[src/rtl/sb_pkg.sv]
package sb_pkg;
  localparam int NUM_FU = 4;
  localparam int FU_W   = 2;

  typedef enum logic [1:0] {
    PH_IDLE = 2'd0,
    PH_WAIT = 2'd1,
    PH_EXEC = 2'd2,
    PH_WB   = 2'd3
  } phase_e;
endpackage

[src/rtl/sb_result_tbl.sv]
module sb_result_tbl
  import sb_pkg::*;
#(
  parameter int NREG = 32,
  localparam int RW  = $clog2(NREG)
) (
  input  logic                 clk_i,
  input  logic                 rst_ni,
  input  logic                 set_i,
  input  logic [RW-1:0]        set_reg_i,
  input  logic [FU_W-1:0]      set_fu_i,
  input  logic [NUM_FU-1:0]    clr_i,
  input  logic [NUM_FU*RW-1:0] clr_reg_i,
  input  logic [RW-1:0]        look_a_i,
  input  logic [RW-1:0]        look_b_i,
  input  logic [RW-1:0]        look_d_i,
  output logic                 pend_a_o,
  output logic                 pend_b_o,
  output logic [FU_W-1:0]      prod_a_o,
  output logic [FU_W-1:0]      prod_b_o,
  output logic                 pend_d_o
);
  logic [NREG-1:0] vld_q;
  logic [FU_W-1:0] fu_q [NREG];
  logic [NREG-1:0] clr_vec, set_vec;

  always_comb begin
    clr_vec = '0;
    for (int u = 0; u < NUM_FU; u++)
      if (clr_i[u]) clr_vec[clr_reg_i[u*RW +: RW]] = 1'b1;
    set_vec = '0;
    if (set_i) set_vec[set_reg_i] = 1'b1;
  end

  always_ff @(posedge clk_i or negedge rst_ni) begin
    if (!rst_ni) begin
      vld_q <= '0;
      for (int r = 0; r < NREG; r++) fu_q[r] <= '0;
    end else begin
      vld_q <= (vld_q & ~clr_vec) | set_vec;
      if (set_i) fu_q[set_reg_i] <= set_fu_i;
    end
  end

  // a producer writing this very cycle counts as already done
  assign prod_a_o = fu_q[look_a_i];
  assign prod_b_o = fu_q[look_b_i];
  assign pend_a_o = vld_q[look_a_i] && !clr_i[fu_q[look_a_i]];
  assign pend_b_o = vld_q[look_b_i] && !clr_i[fu_q[look_b_i]];
  assign pend_d_o = vld_q[look_d_i];
endmodule

[src/rtl/sb_fu_slot.sv]
module sb_fu_slot
  import sb_pkg::*;
#(
  parameter int RW  = 5,
  parameter int LAT = 1,
  localparam int CW = $clog2(LAT + 1)
) (
  input  logic              clk_i,
  input  logic              rst_ni,
  input  logic              issue_i,
  input  logic [RW-1:0]     dst_i,
  input  logic [RW-1:0]     src_a_i,
  input  logic [RW-1:0]     src_b_i,
  input  logic              pend_a_i,
  input  logic              pend_b_i,
  input  logic [FU_W-1:0]   prod_a_i,
  input  logic [FU_W-1:0]   prod_b_i,
  input  logic [NUM_FU-1:0] wr_all_i,
  input  logic              war_hold_i,
  output logic              busy_o,
  output logic              waiting_o,
  output logic              rd_gnt_o,
  output logic              wr_gnt_o,
  output logic [RW-1:0]     dst_o,
  output logic [RW-1:0]     src_a_o,
  output logic [RW-1:0]     src_b_o,
  output logic              rdy_a_o,
  output logic              rdy_b_o
);
  phase_e          phase_q;
  logic [RW-1:0]   dst_q, sa_q, sb_q;
  logic [FU_W-1:0] pa_q, pb_q;
  logic            ra_q, rb_q;
  logic [CW-1:0]   cnt_q;

  assign busy_o    = (phase_q != PH_IDLE);
  assign waiting_o = (phase_q == PH_WAIT);
  assign rd_gnt_o  = waiting_o && ra_q && rb_q;
  assign wr_gnt_o  = (phase_q == PH_WB) && !war_hold_i;
  assign dst_o     = dst_q;
  assign src_a_o   = sa_q;
  assign src_b_o   = sb_q;
  assign rdy_a_o   = ra_q;
  assign rdy_b_o   = rb_q;

  always_ff @(posedge clk_i or negedge rst_ni) begin
    if (!rst_ni) begin
      phase_q <= PH_IDLE;
      dst_q   <= '0;
      sa_q    <= '0;
      sb_q    <= '0;
      pa_q    <= '0;
      pb_q    <= '0;
      ra_q    <= 1'b0;
      rb_q    <= 1'b0;
      cnt_q   <= '0;
    end else begin
      unique case (phase_q)
        PH_IDLE: if (issue_i) begin
          phase_q <= PH_WAIT;
          dst_q   <= dst_i;
          sa_q    <= src_a_i;
          sb_q    <= src_b_i;
          pa_q    <= prod_a_i;
          pb_q    <= prod_b_i;
          ra_q    <= !pend_a_i;
          rb_q    <= !pend_b_i;
        end
        PH_WAIT: begin
          if (rd_gnt_o) begin
            phase_q <= PH_EXEC;
            cnt_q   <= CW'(LAT);
          end else begin
            if (!ra_q && wr_all_i[pa_q]) ra_q <= 1'b1;
            if (!rb_q && wr_all_i[pb_q]) rb_q <= 1'b1;
          end
        end
        PH_EXEC: begin
          if (cnt_q == CW'(1)) phase_q <= PH_WB;
          else                 cnt_q   <= cnt_q - CW'(1);
        end
        PH_WB: if (wr_gnt_o) phase_q <= PH_IDLE;
        default: phase_q <= PH_IDLE;
      endcase
    end
  end
endmodule

[src/rtl/scoreboard_ctrl.sv]
module scoreboard_ctrl
  import sb_pkg::*;
#(
  parameter int NREG    = 32,
  parameter int LAT_INT = 1,
  parameter int LAT_MUL = 10,
  parameter int LAT_ADD = 2,
  parameter int LAT_DIV = 40,
  localparam int RW     = $clog2(NREG)
) (
  input  logic                 clk_i,
  input  logic                 rst_ni,
  input  logic                 iss_valid_i,
  input  logic [FU_W-1:0]      iss_fu_i,
  input  logic [RW-1:0]        iss_dst_i,
  input  logic [RW-1:0]        iss_src_a_i,
  input  logic [RW-1:0]        iss_src_b_i,
  output logic                 stall_o,
  output logic [NUM_FU-1:0]    busy_o,
  output logic [NUM_FU-1:0]    rd_gnt_o,
  output logic [NUM_FU-1:0]    wr_gnt_o,
  output logic [NUM_FU*RW-1:0] wr_dst_o
);
  logic [NUM_FU-1:0] busy, waiting, rd_gnt, wr_gnt, war_hold, issue_en;
  logic [NUM_FU-1:0] rdy_a, rdy_b;
  logic [RW-1:0]     dst_v [NUM_FU];
  logic [RW-1:0]     sa_v  [NUM_FU];
  logic [RW-1:0]     sb_v  [NUM_FU];
  logic              pend_a, pend_b, pend_d, iss_ok, iss_fire;
  logic [FU_W-1:0]   prod_a, prod_b;

  // structural and write-after-write checks at admission
  assign iss_ok   = !busy[iss_fu_i] && !pend_d;
  assign iss_fire = iss_valid_i && iss_ok;
  assign stall_o  = iss_valid_i && !iss_ok;

  sb_result_tbl #(.NREG(NREG)) u_tbl (
    .clk_i     (clk_i),
    .rst_ni    (rst_ni),
    .set_i     (iss_fire),
    .set_reg_i (iss_dst_i),
    .set_fu_i  (iss_fu_i),
    .clr_i     (wr_gnt),
    .clr_reg_i (wr_dst_o),
    .look_a_i  (iss_src_a_i),
    .look_b_i  (iss_src_b_i),
    .look_d_i  (iss_dst_i),
    .pend_a_o  (pend_a),
    .pend_b_o  (pend_b),
    .prod_a_o  (prod_a),
    .prod_b_o  (prod_b),
    .pend_d_o  (pend_d)
  );

  // write-after-read: a waiting reader holding a ready old copy blocks the write
  always_comb begin
    war_hold = '0;
    for (int i = 0; i < NUM_FU; i++)
      for (int j = 0; j < NUM_FU; j++)
        if (i != j && waiting[j] &&
            ((sa_v[j] == dst_v[i] && rdy_a[j]) || (sb_v[j] == dst_v[i] && rdy_b[j])))
          war_hold[i] = 1'b1;
  end

  for (genvar g = 0; g < NUM_FU; g++) begin : g_fu
    localparam int L = (g == 0) ? LAT_INT : (g == 1) ? LAT_MUL :
                       (g == 2) ? LAT_ADD : LAT_DIV;

    assign issue_en[g] = iss_fire && (iss_fu_i == FU_W'(g));

    sb_fu_slot #(.RW(RW), .LAT(L)) u_slot (
      .clk_i      (clk_i),
      .rst_ni     (rst_ni),
      .issue_i    (issue_en[g]),
      .dst_i      (iss_dst_i),
      .src_a_i    (iss_src_a_i),
      .src_b_i    (iss_src_b_i),
      .pend_a_i   (pend_a),
      .pend_b_i   (pend_b),
      .prod_a_i   (prod_a),
      .prod_b_i   (prod_b),
      .wr_all_i   (wr_gnt),
      .war_hold_i (war_hold[g]),
      .busy_o     (busy[g]),
      .waiting_o  (waiting[g]),
      .rd_gnt_o   (rd_gnt[g]),
      .wr_gnt_o   (wr_gnt[g]),
      .dst_o      (dst_v[g]),
      .src_a_o    (sa_v[g]),
      .src_b_o    (sb_v[g]),
      .rdy_a_o    (rdy_a[g]),
      .rdy_b_o    (rdy_b[g])
    );

    assign wr_dst_o[g*RW +: RW] = dst_v[g];
  end

  assign busy_o   = busy;
  assign rd_gnt_o = rd_gnt;
  assign wr_gnt_o = wr_gnt;
endmodule

[config.mk]
export PLATFORM = sky130hd
export DESIGN_NAME = scoreboard_ctrl
export DESIGN_NICKNAME = d
export VERILOG_FILES = /design/src/rtl/sb_pkg.sv /design/src/rtl/sb_result_tbl.sv /design/src/rtl/sb_fu_slot.sv /design/src/rtl/scoreboard_ctrl.sv
export SDC_FILE = /design/constraint.sdc
export NUM_CORES = 1
export LEC_CHECK = 0
export BUFFER_PORTS_ARGS = -buffer_cell sky130_fd_sc_hd__buf_2
export CAP_MARGIN = 30
export CORE_MARGIN = 1
export CORE_UTILIZATION = 25
export CTS_CLUSTER_SIZE = 8
export DETAILED_ROUTE_END_ITERATION = 7
export GPL_TIMING_DRIVEN = 0
export SYNTH_ARGS = -nofsm -noshare
export SYNTH_HDL_FRONTEND = slang
export SYNTH_SLANG_ARGS = --single-unit
[constraint.sdc]
create_clock -name clk_i -period 3.4 [get_ports clk_i]
set_input_delay 0.68 -clock clk_i [delete_from_list [all_inputs] [get_ports clk_i]]
set_output_delay 0.68 -clock clk_i [all_outputs]
set_load 0.03 [all_outputs]
; Word-level counts from Yosys, hierarchy flattened
; Cells that the tools add are included.
; Widths: inputs -> output; s select.
[totals]
mem_count = 0
ram_bits = 0
latchBits = 0
output_inout_bits = 33
regBits = 201
word_cells = 448
mem_bits_ro = 0
inputBits = 20
[op_classes]
reduce_logical = 139
n_bitwise = 9
add_sub_neg = 4
n_lt_le_gt_ge = 27
n_mul = 0
shift = 0
div_mod_pow = 0
n_eq_ne = 73
muxes = 127
[op_table]
columns = operator, count
row1 = $mux 32, 5
row2 = $or 32x32->32, 4
row3 = $eq 5x5->1, 24
row4 = $logic_and 1x1->1, 71
row5 = $bwmux 64, 1
row6 = $mux 1, 57
row7 = $reduce_and 4->1, 12
row8 = $mux 2, 22
row9 = $lt 5x6->1 const B, 7
row10 = $ne 2x2->1 const B, 19
row11 = $lt 2x3->1 const B, 11
row12 = $and 32x32->32, 1
row13 = $not 32->32, 1
row14 = $pmux 2 s4, 4
row15 = $demux 1 s5, 5
row16 = $ge 5x1->1 const B, 5
row17 = $ne 2x1->1 const B, 12
row18 = $reduce_bool 2->1, 12
row19 = $bmux 1 s2, 11
row20 = $bmux 2 s5, 2
row21 = $eq 2x2->1 const B, 10
row22 = $logic_not 1->1, 19
row23 = $ge 6x6->1 const B, 3
row24 = $not 5->6, 3
row25 = other kinds (20), 58

; Depth between registers and ports, before layout
; Gate-level depths: netlist of the first run.
[depth]
ltp_word = 19
depth_mapped = 12
mapped_depth_nobuf = 11

; By module
; A second synthesis of the first run with hierarchy kept.
[hier_totals]
cells_unflattened = 1172
area_unflattened_um2 = 13371.6
[by_module_without_submodules]
columns = module, area_per_inst_um2, seq_area_each_um2, cells_each, instances
row1 = sb_result_tbl, 6646.4, 2402.3, 583, 1
row2 = scoreboard_ctrl, 1606.5, 0.0, 214, 1
row3 = sb_fu_slot (g_fu[3].u_slot), 1407.6, 725.7, 110, 1
row4 = sb_fu_slot (g_fu[1].u_slot), 1370.1, 675.6, 102, 1
row5 = sb_fu_slot (g_fu[2].u_slot), 1207.4, 625.6, 86, 1
row6 = sb_fu_slot (g_fu[0].u_slot), 1133.6, 600.6, 77, 1

; Worst setup path before layout of the first run
; No wires, ideal clock.
[synth_path]
path_kind = input -> register
from = input iss_dst_i[1]
to = register u_tbl.fu_q[28] (netlist name)
arrival_ns = 3.200
setup_ns = 0.125
path_slack_ns = 0.075
required_time_ns = 3.275
n_path_buf = 2
stages = 9
path_cell_list = clkbuf_1 > mux4_2 > mux2_2 > o2bb2ai_1 > or4_4 > buf_6 > or3_4 > nor2_2 > mux2_2
[synth_via]
elab_chain_len = 6
word_cells_on_any_way = 12
classes_between = order compare: 2 / mux: 5 / bitwise: 1 / reduce/logical: 4
[synth_rtl]
columns = element, line
row1 = from (decl), scoreboard_ctrl.sv:15  ; input logic [RW-1:0] iss_dst_i,
row2 = $not 5->6 (implied by the code), sb_result_tbl.sv:41  ; if (set_i) fu_q[set_reg_i] <= set_fu_i;
row3 = $ge 6x6->1 (implied by the code) or $lt 6x1->1 (tied branches), sb_result_tbl.sv:41
row4 = $logic_and 1x1->1 (implied by the code), sb_result_tbl.sv:41
row5 = $mux 2 (implied by the code), sb_result_tbl.sv:41
row6 = $demux 2 s5, sb_result_tbl.sv:41
row7 = $bwmux 64, sb_result_tbl.sv:41
row8 = "to (signal, indexed assignment)", sb_result_tbl.sv:41
row9 = to (decl), sb_result_tbl.sv:24  ; logic [FU_W-1:0] fu_q [NREG];
; Parallel ways exist; a longest one is shown, timed or not. The select of a mux whose other input is x is not followed.
; A chain may end at the register's enable or synchronous reset.

; Worst setup path after layout of the first run
[layout_path]
from = register g_fu[0].u_slot.dst_q[4]
to = output wr_gnt_o[0]
[layout_via]
elab_chain_len = 9
word_cells_on_any_way = 23
classes_between = eq/ne: 6 / mux: 3 / reduce/logical: 14
[layout_rtl]
columns = element, line
row1 = from (decl), sb_fu_slot.sv:31  ; logic [RW-1:0] dst_q, sa_q, sb_q;
row2 = from (signal assigned), sb_fu_slot.sv:61  ; dst_q <= dst_i;
row3 = $eq 5x5->1, scoreboard_ctrl.sv:61  ; ((sa_v[j] == dst_v[i] && rdy_a[j]) || (sb_v[j] == dst_v[i] && rdy_b[j])))
row4 = $logic_and 1x1->1, scoreboard_ctrl.sv:61
row5 = $logic_or 1x1->1, scoreboard_ctrl.sv:61
row6 = $logic_and 1x1->1, scoreboard_ctrl.sv:60  ; if (i != j && waiting[j] &&
row7 = $mux 1 (2 in a row), scoreboard_ctrl.sv:60
row8 = $mux 1 *, scoreboard_ctrl.sv:60
row9 = $logic_not 1->1 *, sb_fu_slot.sv:39  ; assign wr_gnt_o = (phase_q == PH_WB) && !war_hold_i;
row10 = $logic_and 1x1->1 *, sb_fu_slot.sv:39
row11 = to (decl), scoreboard_ctrl.sv:21  ; output logic [NUM_FU-1:0] wr_gnt_o,
; Mark *: on every way between the ends. The rest lies on a longest branch, timed or not.

==> out/results.ini, run 1 <==
[status]
outcome = finished with violations
violations = design-rule violations, negative setup slack

[clock_tree]
tritoncts = built
cts_root_buf = clkbuf_16
hold_buffers = 0
h-tree-depth = 1
clk_latency_ps = 560
clock_sinks = 201
clockBufferDepth = 3
cts_buffers = 29
path_clk_slew_ps = 60

[pwr]
irDropWorstVdd_v = 0.0003718
p_leak_nw = 6.764
totalPowerFinal_mw = 5.283
p_per_area_nw_per_um2 = 337.5

[detailed_routing]
drc = 8
first_pass_iters = 8
vias = 11400
drtIter0Drc = 1273
viasPerCell = 5.487
wl_mm = 49.83
antenna_left = 0
wl_per_cell_um = 23.99

[sta]
fin_skew_ps = 16.07
min_period_ps = 3443
drv_slew = 0
hold_viol_final = 0
post-route-period-util_pct = 101.3
setup_violations = 1
relSlewSlack_pct = 30.21
rsz0062_at_grt = yes
tightest_slew_ps = 1036
fmax_ghz = 0.2905
setup_ws_ps = -42.92

[grt]
grt_use_total_pct = 18.22
antenna_found_initial = 1
grt_pass1_vias = 11210
grt_overflow = 0
grt_max_degree = 115
grt_pass1_wl_mm = 73.82

[critical_path]
required_ps = 2720
cp-end-kind = output port
worst_ep_arrival_time_ps = 2760
cp_max_fo = 10
startpoint_type = flop
critPathKind = reg -> out

[finish]
fin_nets = 1431
area_growth_syn_to_layout_pct = 16.96
fin_cells = 2077
fin_util_pct = 29.66
final_common_cell = dfrtp_1
drive_gt1_share_pct = 28.84
stdcell_area_um2 = 15650
final_cell_mix = dfrtp_1 (187), nand2_1 (133), mux2_2 (111)

[placed_design]
dp_slack_ps = -1181
dp_cells = 2042
dpl_cell_area_um2 = 14580
dp_hpwl_mm = 37.09
place_congestion = 0.9651
io_buffers = 44

[floorplanning]
die_w_um = 233.4
io_pins = 53
die_h_um = 233.4
row_count = 84
core_um2 = 52760
dieArea_um2 = 54450
initial_core_util_pct = 25.36

[synthesis]
syn_avg_cell_area_um2 = 10.28
async_flop_share_pct = 100.0
synth_edf_count = 0
synth_top_area_share_pct = 37.59
ys_top_cells_by_area = dfrtp_1 (38%), mux4_2 (11%), mux2_2 (9.3%), xnor2_1 (4.1%), nand2_1 (3.9%)
synth_top_area_cell = dfrtp_1
yosysSeqAreaShare_pct = 37.59
ys_warn_count = 0
synth.distinct_cells = 70
synth.net_count = 1347
synth-seq-cells = 201
syn-instance-count = 1302
ys.flop_type = dfrtp_1
synth_area_um2 = 13380

[hold_path]
hold_path_class = in -> async

[flow_run]
maxCapViolations = 0

==> critical path: stages, from the launching register on <==
cell and delay [ps]:
dfrtp_2 480, buf_8 180, inv_1 220, o221a_2 250, nand4_1 210, nand4b_1 280
inv_2 110, buf_8 160, buf_4 140, buf_4 160
==> layer usage <==
metal,track usage [%],up-vias,routed length (um)
li1,-,4907,-
met2,28.41,577,22700
met3,3.699,134,4275
met5,0,-,0
met1,24.71,5778,20840
met4,6.801,0,2013
==> cell type report <==
cell class	instances	area [um^2]
fill	5533	37110
multi-input combinational	940	7806
sequential	201	5050
tap	688	860.8
clock buffer	31	733.2
buffer	91	556.8
timing repair buffer	67	421.7
inverter	56	210.2
clock inverter	1	7.507
antenna	2	5.005
==> cell families after synthesis <==
logic type | after synthesis | share of synthesized area, %
DFF | 201 | 37.59
AOI/OAI and AO/OA | 215 | 10.78
xor gates and xnor gates | 118 | 7.723
adders and majority gates | 25 | 2.338
buffers and inverters | 161 | 5.142
and+or+nand+nor | 384 | 14.68
muxes | 198 | 21.75
==> through the flow <==
step | TNS (ps) | hold WS, ps
6_report | -42.92 | 138.5
5_1_grt | -54.15 | 194.1
4_1_cts | -19.94 | 169.6
3_5_place_dp | -78390 | 465.1
3_3_place_gp | -460120 | 455.2
2_1_floorplan | 0 | 384.4
==> synth_stat cells (12+ instances only) <==
library cell and instances:
nand4_1 34, or3_1 20, xnor2_1 62, ha_1 25, inv_1 56, and3_1 15, nor4_1 24, mux4_2 63
a21oi_1 22, dfrtp_1 201, nor2_1 52, nand3_1 26, o21ai_0 71, xor2_1 56, mux2i_1 23, nand2_1 138
mux2_2 111, buf_2 15, buf_1 12, nor3_1 19, buf_4 13, clkbuf_1 62
==> repair_timing <==
| item | 4_1_cts | 5_1_grt |
|---|---|---|
| pin swaps | 7 | 8 |
| resized for setup | 84 | 22 |
| setup buffers | 7 | 8 |
| endpoints found under the setup margin | 66 | 22 |
==> power breakdown <==
group	internal (mW)	leakage (nW)	switching [mW]
sequential	2.40	2.63	0
clock	1.49	0.360	1.08
combinational	0.0893	3.77	0.232
==> final timing paths <==
check | startpoint | endpoint | slack (ps) | depth (start not counted)
min in group clk_i | g_fu[0].u_slot.cnt_q | g_fu[0].u_slot.cnt_q | 470 | 1
hold / removal | rst_ni | u_tbl.fu_q[45] | 140 | 1
setup / recovery | g_fu[0].u_slot.dst_o[4] | wr_gnt_o[0] | -40 | 9
hold reg to reg | g_fu[0].u_slot.cnt_q | g_fu[0].u_slot.cnt_q | 470 | 1
max in group asynchronous | rst_ni | g_fu[0].u_slot.dst_o[4] | 2190 | 2
setup reg to reg | u_tbl.vld_q[3] | u_tbl.fu_q[7] | 120 | 8
==> state kept, by name, indices dropped and copies added, names as in the netlist <==
signal / cells
g_fu.u_slot.rdy_b_o: 4
g_fu.u_slot.dst_o: 20
g_fu.u_slot.cnt_q: 13
u_tbl.vld_q: 32
g_fu.u_slot.rdy_a_o: 4
g_fu.u_slot.pa_q: 8
g_fu.u_slot.pb_q: 8
u_tbl.fu_q: 64
g_fu.u_slot.src_b_o: 20
g_fu.u_slot.phase_q: 8
g_fu.u_slot.src_a_o: 20
Power figures use the tool's default switching activity.
==> run 2: changes to the inputs <==
==> constraint.sdc (replaced) <==
create_clock -name clk_i -period 3.3 [get_ports clk_i]
set_input_delay 0.66 -clock clk_i [delete_from_list [all_inputs] [get_ports clk_i]]
set_output_delay 0.66 -clock clk_i [all_outputs]
set_load 0.03 [all_outputs]
==> run 2 against run 1 <==
The run still ends with design-rule violations, negative setup slack left; register-to-register slack got worse by 70 ps; combinational power up 4%; routed wire length up 3.9%; critical path depth rose by 1; flip-flop and latch count is the same; clock power increased by 5%; die area is the same; first-iteration DRC count fell by 4.7%; clock skew is 4.2 ps lower; worst setup slack better by 0.87 ps; clock-buffer cell count up 2; largest cell class unchanged.
==> out/results.ini, run 2 (synthesis gave the netlist of run 1 again) <==
[status]
outcome = finished with violations
violations = design-rule violations, negative setup slack

[detailed_routing]
first_pass_iters = 7
antenna_left = 0
vias = 11660
drtIter0Drc = 1213
viasPerCell = 5.471
wl_per_cell_um = 24.29
drc = 12
wl_mm = 51.77

[sta]
min_period_ps = 3342
drv_slew = 0
fmax_ghz = 0.2992
hold_viol_final = 0
setup_ws_ps = -42.04
post-route-period-util_pct = 101.3
setup_violations = 1
fin_skew_ps = 11.83
relSlewSlack_pct = 24.32
tightest_slew_ps = 1123
rsz0062_at_grt = yes

[critical_path]
crit_buf_inv = 6
startpoint_type = flop
cpPeakStageDelay_ps = 500
reg2reg_depth = 8
r2r_end = g_fu[0].u_slot.dst_o[3]
critPathMostFrequentCell = buf_4
r2r_slack_ps = 50
cp_max_fo = 10
critPathKind = reg -> out
slowest_stage = dfrtp_2
crit_path_cell_trace = buf_4 > xnor2_1 > nand4_1 > o32ai_2 > nand4b_1 > buf_4 > inv_2 > buf_6 > buf_4 > buf_4
required_ps = 2640
worst_ep_arrival_time_ps = 2680
critPathTopFamily = buffers and inverters
cp-end-kind = output port
critPathLaunch = g_fu[0].u_slot.dst_o[1]
rr_startpoint = u_tbl.vld_q[3]

[pwr]
p_per_area_nw_per_um2 = 337.9
p_leak_nw = 7.075
irDropWorstVdd_v = 0.0003587
totalPowerFinal_mw = 5.509

[finish]
drive_gt1_share_pct = 33.13
fin_cells = 2131
final_common_cell = dfrtp_1
area_growth_syn_to_layout_pct = 21.85
largestRegisters = u_tbl.fu_q x64, u_tbl.vld_q x32
largest_reg_flops = 64
final_cell_mix = dfrtp_1 (185), nand2_1 (129), mux2_2 (110)
top_register = u_tbl.fu_q
fillCellCount = 5421
fin_util_pct = 30.90
fin_nets = 1483

[clock_tree]
tritoncts = built
cts_buffers = 29
h-tree-depth = 1
clockBufferDepth = 3
clock_sinks = 201
clk_latency_ps = 560
path_clk_slew_ps = 50
cts_root_buf = clkbuf_16
hold_buffers = 0

[floorplanning]
core_um2 = 52760
die_h_um = 233.4
io_pins = 53
initial_core_util_pct = 25.36
dieArea_um2 = 54450
die_w_um = 233.4
row_count = 84

[placed_design]
dp_hpwl_mm = 37.51
dp_slack_ps = -1358
io_buffers = 44
place_congestion = 0.9778
dp_cells = 2040

[grt]
grt_pass1_vias = 11720
grt_pass1_wl_mm = 75.64
grt_use_total_pct = 18.75
grt_max_degree = 116
antenna_found_initial = 3
grt_overflow = 0

[flow_run]
maxCapViolations = 0

[hold_path]
hold_path_class = in -> async

==> run 2: power by group <==
| part | internal (mW) | switching (mW) |
|---|---|---|
| registers | 2.47 | 0 |
| clock network | 1.60 | 1.11 |
| logic | 0.0924 | 0.242 |
| total | 4.16 | 1.35 |
==> run 2: per-stage QoR <==
step	setup TNS (ps)	instance area [um^2]	hold WS (ps)
final	-42.04	16310	104.7
after global routing	-118.8	16300	175.1
after CTS	-79.02	15850	146.4
after detailed placement	-71110	14570	469.7
after global placement	-474910	14460	453.6
after floorplan	0	13380	364.4
==> run 2: how the worst max path moves through the flow <==
stage	end	slack, ps	cells after the start
finish	wr_gnt_o[0]	-40	10
global route	wr_gnt_o[0]	-90	10
CTS	wr_gnt_o[1]	-80	9
detailed placement	g_fu[2].u_slot.rdy_a_o	-1360	10
global placement	g_fu[3].u_slot.dst_o[3]	-2000	1
floorplan	u_tbl.fu_q[28]	10	9
==> run 2: timing repair <==
item / CTS / global route
gates cloned: 0 / 1
buffers inserted: 33 / 36
setup endpoints to repair: 64 / 49
pin swaps: 16 / 24
gates resized for setup: 103 / 55
==> run 2: metal layers <==
metal / routed length (um) / part of all wire [%] / track usage, % / vias to the layer above
li1: - / - / - / 5015
met2: 23540 / 45 / 30.05 / 632
met4: 2274 / 4.4 / 7.618 / 0
met5: 0 / 0 / 0 / -
met1: 21290 / 41 / 24.77 / 5862
met3: 4662 / 9.0 / 3.418 / 149
==> run 2: final cells by class <==
class / instances / area [um^2] / share of cell area, %
Multi-Input combinational cell: 940 / 7946 / 48.73
Sequential cell: 201 / 5055 / 31.00
Tap cell: 688 / 860.8 / 5.279
Timing Repair Buffer: 119 / 842.1 / 5.164
Clock buffer: 33 / 770.7 / 4.727
Buffer: 91 / 609.3 / 3.737
Inverter: 56 / 214.0 / 1.312
Antenna cell: 3 / 7.507 / 0.04604
